`src/rtl/lcdr_pkg.sv`:
```
package lcdr_pkg;

  // Phases of one line transfer
  typedef enum logic [1:0] {
    PH_IDLE  = 2'd0,
    PH_FETCH = 2'd1,
    PH_DRAIN = 2'd2,
    PH_LATCH = 2'd3
  } phase_t;

  // Cycles between last read request and last strobe
  localparam int unsigned DRAIN_CYCLES = 2;

endpackage

```
`src/rtl/lcdr_line_timer.sv`:
```
module lcdr_line_timer #(
  parameter int unsigned LINE_CYCLES = 25000
) (
  input  logic clk,
  input  logic rst_n,
  output logic tick
);

  localparam int unsigned TW = (LINE_CYCLES > 1) ? $clog2(LINE_CYCLES) : 1;
  localparam logic [TW-1:0] LAST = TW'(LINE_CYCLES - 1);

  logic [TW-1:0] cnt_q, cnt_d;

  always_comb begin
    if (cnt_q == LAST) cnt_d = '0;
    else               cnt_d = cnt_q + 1'b1;
  end

  always_ff @(posedge clk or negedge rst_n) begin
    if (!rst_n) cnt_q <= '0;
    else        cnt_q <= cnt_d;
  end

  assign tick = (cnt_q == LAST);


  tick_single_chk: assert property (@(posedge clk) disable iff (!rst_n)
    tick |=> !tick);

endmodule

```
`src/rtl/lcdr_burst_ctrl.sv`:
```
module lcdr_burst_ctrl
  import lcdr_pkg::*;
#(
  parameter int unsigned BYTES_PER_LINE = 40,
  parameter int unsigned LP_CYCLES      = 2
) (
  input  logic clk,
  input  logic rst_n,
  input  logic tick,
  output logic rd_en,
  output logic line_done,
  output logic latch_n
);

  localparam int unsigned CMAX = (BYTES_PER_LINE > LP_CYCLES) ? BYTES_PER_LINE : LP_CYCLES;
  localparam int unsigned CW   = $clog2(CMAX + DRAIN_CYCLES + 1);
  localparam logic [CW-1:0] FETCH_LAST = CW'(BYTES_PER_LINE - 1);
  localparam logic [CW-1:0] DRAIN_LAST = CW'(DRAIN_CYCLES - 1);
  localparam logic [CW-1:0] LATCH_LAST = CW'(LP_CYCLES - 1);

  phase_t        ph_q, ph_d;
  logic [CW-1:0] cnt_q, cnt_d;
  logic          cnt_last;

  always_comb begin
    unique case (ph_q)
      PH_FETCH: cnt_last = (cnt_q == FETCH_LAST);
      PH_DRAIN: cnt_last = (cnt_q == DRAIN_LAST);
      PH_LATCH: cnt_last = (cnt_q == LATCH_LAST);
      default:  cnt_last = 1'b0;
    endcase
  end

  always_comb begin
    ph_d  = ph_q;
    cnt_d = cnt_q;
    unique case (ph_q)
      PH_IDLE: begin
        if (tick) begin
          ph_d  = PH_FETCH;
          cnt_d = '0;
        end
      end
      PH_FETCH: begin
        if (cnt_last) begin
          ph_d  = PH_DRAIN;
          cnt_d = '0;
        end else begin
          cnt_d = cnt_q + 1'b1;
        end
      end
      PH_DRAIN: begin
        if (cnt_last) begin
          ph_d  = PH_LATCH;
          cnt_d = '0;
        end else begin
          cnt_d = cnt_q + 1'b1;
        end
      end
      PH_LATCH: begin
        if (cnt_last) begin
          ph_d  = PH_IDLE;
          cnt_d = '0;
        end else begin
          cnt_d = cnt_q + 1'b1;
        end
      end
      default: begin
        ph_d  = PH_IDLE;
        cnt_d = '0;
      end
    endcase
  end

  always_ff @(posedge clk or negedge rst_n) begin
    if (!rst_n) begin
      ph_q  <= PH_IDLE;
      cnt_q <= '0;
    end else begin
      ph_q  <= ph_d;
      cnt_q <= cnt_d;
    end
  end

  assign rd_en     = (ph_q == PH_FETCH);
  assign latch_n   = (ph_q != PH_LATCH);
  assign line_done = (ph_q == PH_LATCH) && cnt_last;


  tick_when_idle_chk: assert property (@(posedge clk) disable iff (!rst_n)
    tick |-> (ph_q == PH_IDLE));


  latch_follows_drain_chk: assert property (@(posedge clk) disable iff (!rst_n)
    $fell(latch_n) |-> ($past(ph_q) == PH_DRAIN));

endmodule

```
`src/rtl/lcdr_addr_gen.sv`:
```
module lcdr_addr_gen #(
  parameter int unsigned ADDR_W         = 16,
  parameter int unsigned BASE_ADDR      = 0,
  parameter int unsigned BYTES_PER_LINE = 40,
  parameter int unsigned LINES          = 200
) (
  input  logic              clk,
  input  logic              rst_n,
  input  logic              rd_en,
  input  logic              line_done,
  output logic [ADDR_W-1:0] addr,
  output logic              first_line
);

  localparam int unsigned LW = (LINES > 1) ? $clog2(LINES) : 1;
  localparam logic [LW-1:0]     LINE_LAST = LW'(LINES - 1);
  localparam logic [ADDR_W-1:0] BASE      = ADDR_W'(BASE_ADDR);

  logic [ADDR_W-1:0] ptr_q, ptr_d;
  logic [LW-1:0]     line_q, line_d;
  logic              wrap;

  assign wrap = line_done && (line_q == LINE_LAST);

  always_comb begin
    ptr_d  = ptr_q;
    line_d = line_q;
    if (rd_en) begin
      ptr_d = ptr_q + 1'b1;
    end
    if (line_done) begin
      if (wrap) begin
        line_d = '0;
        ptr_d  = BASE;
      end else begin
        line_d = line_q + 1'b1;
      end
    end
  end

  always_ff @(posedge clk or negedge rst_n) begin
    if (!rst_n) begin
      ptr_q  <= BASE;
      line_q <= '0;
    end else begin
      ptr_q  <= ptr_d;
      line_q <= line_d;
    end
  end

  assign addr       = ptr_q;
  assign first_line = (line_q == '0);


  ptr_step_chk: assert property (@(posedge clk) disable iff (!rst_n)
    rd_en |=> (ptr_q == $past(ptr_q) + 1'b1));


  frame_wrap_chk: assert property (@(posedge clk) disable iff (!rst_n)
    wrap |=> ((ptr_q == BASE) && (line_q == '0)));


  ptr_carry_chk: assert property (@(posedge clk) disable iff (!rst_n)
    (line_done && !wrap) |=> (ptr_q == $past(ptr_q)));


  line_range_chk: assert property (@(posedge clk) disable iff (!rst_n)
    line_q <= LINE_LAST);

endmodule

```
`src/rtl/lcdr_byte_pipe.sv`:
```
module lcdr_byte_pipe #(
  parameter int unsigned DATA_W = 8
) (
  input  logic              clk,
  input  logic              rst_n,
  input  logic              rd_en,
  input  logic [DATA_W-1:0] rdata,
  output logic [DATA_W-1:0] out_data,
  output logic              out_strobe
);

  logic              rd_d1_q;
  logic              stb_q;
  logic [DATA_W-1:0] data_q, data_d;

  always_comb begin
    data_d = data_q;
    if (rd_d1_q) data_d = rdata;
  end

  always_ff @(posedge clk or negedge rst_n) begin
    if (!rst_n) begin
      rd_d1_q <= 1'b0;
      stb_q   <= 1'b0;
      data_q  <= '0;
    end else begin
      rd_d1_q <= rd_en;
      stb_q   <= rd_d1_q;
      data_q  <= data_d;
    end
  end

  assign out_data   = data_q;
  assign out_strobe = stb_q;


  shift_after_read_chk: assert property (@(posedge clk) disable iff (!rst_n)
    $past(rd_en, 2) |-> out_strobe);


  data_hold_chk: assert property (@(posedge clk) disable iff (!rst_n)
    !$past(rd_d1_q) |-> $stable(out_data));

endmodule

```
`src/rtl/lcd_line_refresh.sv`:
```
module lcd_line_refresh #(
  parameter int unsigned ADDR_W         = 16,
  parameter int unsigned DATA_W         = 8,
  parameter int unsigned BASE_ADDR      = 16'h1000,
  parameter int unsigned BYTES_PER_LINE = 40,
  parameter int unsigned LINES          = 200,
  parameter int unsigned LINE_CYCLES    = 25000,
  parameter int unsigned LP_CYCLES      = 2
) (
  input  logic              clk,
  input  logic              rst_n,
  output logic [ADDR_W-1:0] mem_addr,
  output logic              mem_rd,
  input  logic [DATA_W-1:0] mem_rdata,
  output logic [DATA_W-1:0] lcd_data,
  output logic              lcd_shift,
  output logic              lcd_lp_n,
  output logic              lcd_yd_n
);

  logic tick;
  logic rd_en;
  logic line_done;
  logic latch_n;
  logic first_line;

  lcdr_line_timer #(
    .LINE_CYCLES (LINE_CYCLES)
  ) u_timer (
    .clk   (clk),
    .rst_n (rst_n),
    .tick  (tick)
  );

  lcdr_burst_ctrl #(
    .BYTES_PER_LINE (BYTES_PER_LINE),
    .LP_CYCLES      (LP_CYCLES)
  ) u_burst (
    .clk       (clk),
    .rst_n     (rst_n),
    .tick      (tick),
    .rd_en     (rd_en),
    .line_done (line_done),
    .latch_n   (latch_n)
  );

  lcdr_addr_gen #(
    .ADDR_W         (ADDR_W),
    .BASE_ADDR      (BASE_ADDR),
    .BYTES_PER_LINE (BYTES_PER_LINE),
    .LINES          (LINES)
  ) u_addr (
    .clk        (clk),
    .rst_n      (rst_n),
    .rd_en      (rd_en),
    .line_done  (line_done),
    .addr       (mem_addr),
    .first_line (first_line)
  );

  lcdr_byte_pipe #(
    .DATA_W (DATA_W)
  ) u_pipe (
    .clk        (clk),
    .rst_n      (rst_n),
    .rd_en      (rd_en),
    .rdata      (mem_rdata),
    .out_data   (lcd_data),
    .out_strobe (lcd_shift)
  );

  assign mem_rd   = rd_en;
  assign lcd_lp_n = latch_n;
  assign lcd_yd_n = latch_n | ~first_line;


  yd_inside_lp_chk: assert property (@(posedge clk) disable iff (!rst_n)
    !lcd_yd_n |-> !lcd_lp_n);


  no_read_in_latch_chk: assert property (@(posedge clk) disable iff (!rst_n)
    !lcd_lp_n |-> !mem_rd);


  no_shift_in_latch_chk: assert property (@(posedge clk) disable iff (!rst_n)
    !lcd_lp_n |-> !lcd_shift);

endmodule

```
`config.mk`:
```
export PLATFORM = sky130hd
export DESIGN_NAME = lcd_line_refresh
export DESIGN_NICKNAME = d
export VERILOG_FILES = /design/src/rtl/lcdr_pkg.sv /design/src/rtl/lcdr_line_timer.sv /design/src/rtl/lcdr_burst_ctrl.sv /design/src/rtl/lcdr_addr_gen.sv /design/src/rtl/lcdr_byte_pipe.sv /design/src/rtl/lcd_line_refresh.sv
export SDC_FILE = /design/constraint.sdc
export NUM_CORES = 1
export LEC_CHECK = 0
export BUFFER_PORTS_ARGS = -buffer_cell sky130_fd_sc_hd__buf_2
export CORE_MARGIN = 2
export CORE_UTILIZATION = 40
export CTS_CLUSTER_SIZE = 20
export DETAILED_ROUTE_END_ITERATION = 8
export PLACE_DENSITY = 0.7
export SLEW_MARGIN = 20
export SYNTH_ARGS = -nofsm -noshare
export SYNTH_HDL_FRONTEND = slang
export SYNTH_SLANG_ARGS = --single-unit
```
`constraint.sdc`:
```
create_clock -name clk -period 2.9 [get_ports clk]
set_input_delay 0.29 -clock clk [delete_from_list [all_inputs] [get_ports clk]]
set_output_delay 0.29 -clock clk [all_outputs]
set_load 0.01 [all_outputs]
```
=== Yosys cells after proc, flatten, opt, wreduce, memory -nomap -nowiden ===
Cells that the tools add are included.

* Output and inout bits: 28
* Word-level logic and storage cells: 47
* Bits of input ports: 10
* Flip-flop bits (word level): 57

* Eq/ne operators: 12
* $add $sub $neg: 4
* Reductions and logical operators: 7
* Multiplexer cells: 14
* Bitwise operators: 2

{| class="wikitable"
|+ Operator list
! operator !! number
|-
| $mux W16 || 3
|-
| $add A16 B1 Y16 const B || 1
|-
| $add A15 B1 Y15 const B || 1
|-
| $eq A15 B15 Y1 const B || 1
|-
| $mux W15 || 1
|-
| $mux W6 || 2
|-
| $pmux W6 S2 || 1
|-
| $add A8 B1 Y8 const B || 1
|-
| $eq A8 B8 Y1 const B || 1
|-
| $logic_not A8 Y1 || 1
|-
| $mux W2 || 4
|-
| $mux W8 || 1
|-
| $pmux W2 S4 || 1
|-
| $add A6 B1 Y6 const B || 1
|-
| $eq A6 B1 Y1 const B || 1
|-
| $eq A6 B6 Y1 const B || 1
|-
| $ne A2 B2 Y1 const B || 3
|-
| $eq A2 B2 Y1 const B || 2
|-
| $ne A2 B1 Y1 const B || 2
|-
| $reduce_and A4 Y1 || 1
|-
| $reduce_or A3 Y1 || 1
|-
| $eq A2 B1 Y1 const B || 1
|-
| $logic_and A1 B1 Y1 || 2
|-
| $logic_not A2 Y1 || 1
|-
| other kinds (4) || 4
|}

=== Logic depth before layout (Yosys ltp) ===
* Depth in word-level cells: 7
* Depth in mapped cells: 8
* Mapped depth without buffers: 7

=== Modules after synthesis ===
A second synthesis with hierarchy kept.

* Cells, all modules: 273
* Area, all modules: 2959.1 um2

{| class="wikitable"
|+ Modules (own cells, without submodules)
! module !! instances !! sequential area each (um2) !! cells each !! area an instance (um2)
|-
| lcdr_addr_gen || 1 || 601.8 || 123 || 1221.2
|-
| lcdr_line_timer || 1 || 375.4 || 75 || 784.5
|-
| lcdr_burst_ctrl || 1 || 200.2 || 55 || 565.5
|-
| lcdr_byte_pipe || 1 || 250.2 || 19 || 381.6
|-
| lcd_line_refresh || 1 || 0.0 || 1 || 6.3
|}

=== Least setup slack after synthesis ===
OpenSTA, ideal clock, no wires.

* Path type: register to register
* Start point: reg u_timer.cnt_q[0]
* End point: reg u_burst.ph_q[1]
* Stages on the path, launching flop included: 9
* Required time: 2772 ps
* Library setup time: 128 ps
* Setup slack: 994 ps
* Data arrival time: 1779 ps
* Clock period less this slack: 1906 ps
* Path through: dfrtp_1 -> ha_1 -> and3_1 -> and4_1 -> buf_2 -> nor2b_2 -> buf_4 -> nor2_1 -> mux2_1

* Cells in the longest elaborated chain, start to end: 3

{| class="wikitable"
|+ Ends and longest elaborated chain
! what !! RTL line !! source
|-
| from (decl) || lcdr_line_timer.sv:12 || <nowiki>logic [TW-1:0] cnt_q, cnt_d;</nowiki>
|-
| from (signal assigned) || lcdr_line_timer.sv:21 || <nowiki>else cnt_q <= cnt_d;</nowiki>
|-
| $eq A15 B15 Y1 || lcdr_line_timer.sv:24 || <nowiki>assign tick = (cnt_q == LAST);</nowiki>
|-
| $ne A2 B2 Y1 (no source line) || n/a ||
|-
| $reduce_and A4 Y1 (no source line) || n/a ||
|-
| to (signal assigned) || lcdr_burst_ctrl.sv:80 || <nowiki>ph_q <= ph_d;</nowiki>
|-
| to (decl) || lcdr_burst_ctrl.sv:21 || <nowiki>phase_t ph_q, ph_d;</nowiki>
|}

Every way passes these cells.
A chain may end at the register's enable or synchronous reset.

=== Worst setup path after layout ===
Ends and elaborated chain as after synthesis.

==> summary.md <==
| Metric | Value |
|---|---|
| Post-detailed-route via-to-cell ratio | 4.84 |
| Hold buffers post-CTS | 0 |
| Mean instance size in the synthesized netlist | 10.8 um^2 |
| Number of H-tree levels | 3 |
| Post-CTS Setup Bufs | 0 |
| First-pass GRT wire length | 8390 um |
| Reg-to-Reg End | u_burst.ph_q[1]$_DFFE_PN0P_ |
| Nets@finish | 325 |
| Slew at the pin with the worst max-slew slack | 723 ps |
| Number of antenna violations at the first check in global routing | 0 |
| Leakage | 1.57 nW |
| GRT overflow | 0 |
| PostCTS Resize Cnt | 0 |
| Total Power | 0.00154 W |
| Area Overhead vs Synth | 16.7% |
| Boundary pin count | 38 |
| Largest fanout of any net on the critical path | 13 |
| Floorplan Core Area | 6830 um^2 |
| Filler cell count in the final layout | 654 |
| Detailed-routing iteration count for the pre-antenna-repair pass | 4 |
| Category of the critical setup timing path | reg -> reg |
| Launch point of the worst path | u_timer.cnt_q[0]$_DFF_PN0_ |
| Maximum number of pins on one net before global-route repair | 33 |
| Ys Warns | 0 |
| Count of port buffers added during placement | 37 |
| Horiz. Die Dim | 88.1 um |
| Most used cells in the layout excluding fill and tap cells | sky130_fd_sc_hd__dfrtp_1 (56), sky130_fd_sc_hd__buf_2 (37), sky130_fd_sc_hd__nor2_1 (23), sky130_fd_sc_hd__nand2_1 (22), sky130_fd_sc_hd__nand3_1 (20) |
| Clock tree from TritonCTS | done |
| Rows | 30 |
| Number of storage elements in the synthesis netlist | 57 |
| Die outline area | 7770 um^2 |
| Final WL | 4920 um |
| Number of global-route vias before repair | 1885 |
| Standard cell area after detailed placement | 3110 um^2 |
| Share of the yosys chip area belonging to registers | 50.4% |
| Slew Viols, Final | 0 |
| Worst Path Required | 3110 ps |
| Type of the most critical hold path | in -> async |
| Worst setup endpoint | u_burst.ph_q[1]$_DFFE_PN0P_ |
| HPWL after detailed placement | 3470 um |
| Data arrival time of the critical path | 2360 ps |
| Overall via count from detail_route | 1965 |
| Latest clock arrival within the worst-skew pair | 330 ps |
| Leading cell type in the layout, fill and taps excluded | sky130_fd_sc_hd__dfrtp_1 |
| Clock tree sinks | 57 |
| EDFF count, synth | 0 |
| Number of unique standard cell types used by synthesis | 47 |
| Setup repair after global routing missed its margin | no |
| Fraction of synthesis flops using an asynchronous set or reset pin | 100% |
| Residual antenna-violating net count after detailed routing | 0 |
| Worst IR Drop VDD | 0.218 mV |
| Reg-to-reg setup timing slack | 750 ps |
| Net count after synthesis | 281 |
| Final Hold Fails | 0 |
| Final RePlAce weighted congestion | 0.837 |
| Nature of the critical path startpoint | flip-flop |
| TNS Setup | 0 ps |
| Effective utilization at floorplan | 41.4% |
| Root buffer cell | sky130_fd_sc_hd__clkbuf_8 |
| Outcome | finished clean |
| Fraction of final layout cells with drive strength greater than 1 | 28.1% |
| Number of CTS-inserted buffers | 9 |
| GRT Resource Usage Total | 14.1% |
| Setup-failing EPs final | 0 |
| Number of violations of the max-capacitance limit | 0 |
| Remaining design rule violation count | 0 |
| Flip-flop cell with the highest count after synthesis | sky130_fd_sc_hd__dfrtp_1 |
| Clk_skew | 11.6 ps |
| Power per cell area | 466 nW/um^2 |
| Buffers from clock root to sink, at most | 2 |
| Total inserted antenna cells | 0 |
| Gate count of the mapped netlist | 261 |
| Shortest clock period the worst path allows after layout | 2150 ps |
| Post-route design area | 3300 um^2 |
| Post-synthesis instance area | 2830 um^2 |
| Drt initial violations | 80 |
| Minimum hold slack | 14.6 ps |
| Highest clock frequency the design can meet | 0.465 GHz |
| Cell depth of the worst flop-to-flop path | 6 |
| Die span in y | 88.1 um |
| Detail-routed net length per standard cell | 12.1 um |
| Period Utilization, post-route | 74.2% |
| Kind of capture point of the worst setup path | flip-flop |
| Clock-pin slew on the worst setup and hold paths | 70 ps |
| Utilization after layout | 48.4% |
| Relative slew slack | 51.8% |
| Critical register-to-register path startpoint | u_timer.cnt_q[0]$_DFF_PN0_ |
## Yosys cell counts (2+ instances only)
cell type / count / area share, %
sky130_fd_sc_hd__o21ai_0: 6 / 1.1
sky130_fd_sc_hd__a21oi_1: 5 / 0.88
sky130_fd_sc_hd__and4_1: 2 / 0.62
sky130_fd_sc_hd__nor2_2: 10 / 2.2
sky130_fd_sc_hd__or3_1: 4 / 0.88
sky130_fd_sc_hd__nand2_1: 22 / 2.9
sky130_fd_sc_hd__xor2_1: 16 / 4.9
sky130_fd_sc_hd__and3_1: 5 / 1.1
sky130_fd_sc_hd__nor2_1: 23 / 3.0
sky130_fd_sc_hd__inv_1: 8 / 1.1
sky130_fd_sc_hd__buf_2: 2 / 0.35
sky130_fd_sc_hd__mux2_2: 8 / 3.2
sky130_fd_sc_hd__or4b_1: 2 / 0.71
sky130_fd_sc_hd__ha_1: 10 / 4.4
sky130_fd_sc_hd__nand3_1: 20 / 3.5
sky130_fd_sc_hd__dfrtp_1: 56 / 49
sky130_fd_sc_hd__buf_4: 2 / 0.53
sky130_fd_sc_hd__xnor2_1: 14 / 4.3
sky130_fd_sc_hd__nand4_1: 9 / 2.0
sky130_fd_sc_hd__mux2i_1: 2 / 0.71
sky130_fd_sc_hd__nor3_1: 9 / 1.6
## cells by family after synthesis
group / after synthesis / share of synthesized area, %
AOI/OAI and AO/OA: 16 / 3.31
xor gates and xnor gates: 30 / 9.28
adders and majority gates: 10 / 4.42
buffers and inverters: 14 / 2.61
DFF: 57 / 50.4
muxes: 13 / 5.61
and+or+nand+nor: 121 / 24.3
## where the power goes
group	leakage, nW	switching [W]	internal [W]
sequential	0.779	0	0.000795
combinational	0.705	0.0000158	0.00000510
clock	0.0912	0.000331	0.000394
## sequential cells by signal (all words and copies together), names as in the netlist
name,flops
u_addr.addr,16
u_timer.cnt_q,15
u_addr.line_q,8
u_pipe.out_data,8
u_burst.cnt_q,6
u_burst.ph_q,2
u_pipe.out_strobe,1
u_pipe.rd_d1_q,1
## cell type report
class | instances | area, um^2 | share of cell area [%]
sequential | 57 | 1430 | 43.2
multi-input combinational | 190 | 1330 | 40.3
timing repair buffer | 39 | 200 | 6.06
clock buffer | 9 | 124 | 3.75
tap | 96 | 120 | 3.64
clock inverter | 7 | 71.3 | 2.16
inverter | 8 | 30.0 | 0.909
## stage by stage
stage,cells,setup WS (ps)
6_report,406,748
5_1_grt,406,575
4_1_cts,406,763
3_5_place_dp,390,772
3_3_place_gp,390,829
2_1_floorplan,261,994
## metal layers
layer | global-route usage [%] | share of wire, % | vias to the layer above | wire [um]
met5 | 0 | 0 | - | 0
met4 | 7.85 | 1.6 | 0 | 78
met3 | 4.15 | 4.6 | 6 | 227
met2 | 21.7 | 45 | 45 | 2220
met1 | 17.7 | 49 | 927 | 2390
li1 | - | - | 987 | -
## worst max-delay path, cell delays in order, from the launching register on
cell                      delay, ps
sky130_fd_sc_hd__dfrtp_1        400
sky130_fd_sc_hd__ha_1           250
sky130_fd_sc_hd__and3_1         200
sky130_fd_sc_hd__and4_1         290
sky130_fd_sc_hd__nor2b_2        420
sky130_fd_sc_hd__nor2_1         150
sky130_fd_sc_hd__mux2_1         330
## how the worst min path moves through the flow
| stage | slack (ps) | from | to |
|---|---|---|---|
| 3_5_place_dp | 400 | rst_n | u_timer.cnt_q[12]$_DFF_PN0_ |
| 4_1_cts | 30 | rst_n | u_addr.line_q[7]$_DFFE_PN0N_ |
| 6_report | 10 | rst_n | u_timer.cnt_q[10]$_DFF_PN0_ |
| 3_3_place_gp | 400 | rst_n | u_burst.cnt_q[3]$_DFFE_PN0N_ |
| 2_1_floorplan | -6 | rst_n | u_addr.addr[0]$_DFF_PN0_ |
| 5_1_grt | 60 | rst_n | u_timer.cnt_q[10]$_DFF_PN0_ |
(Power assumes the default switching activity.)
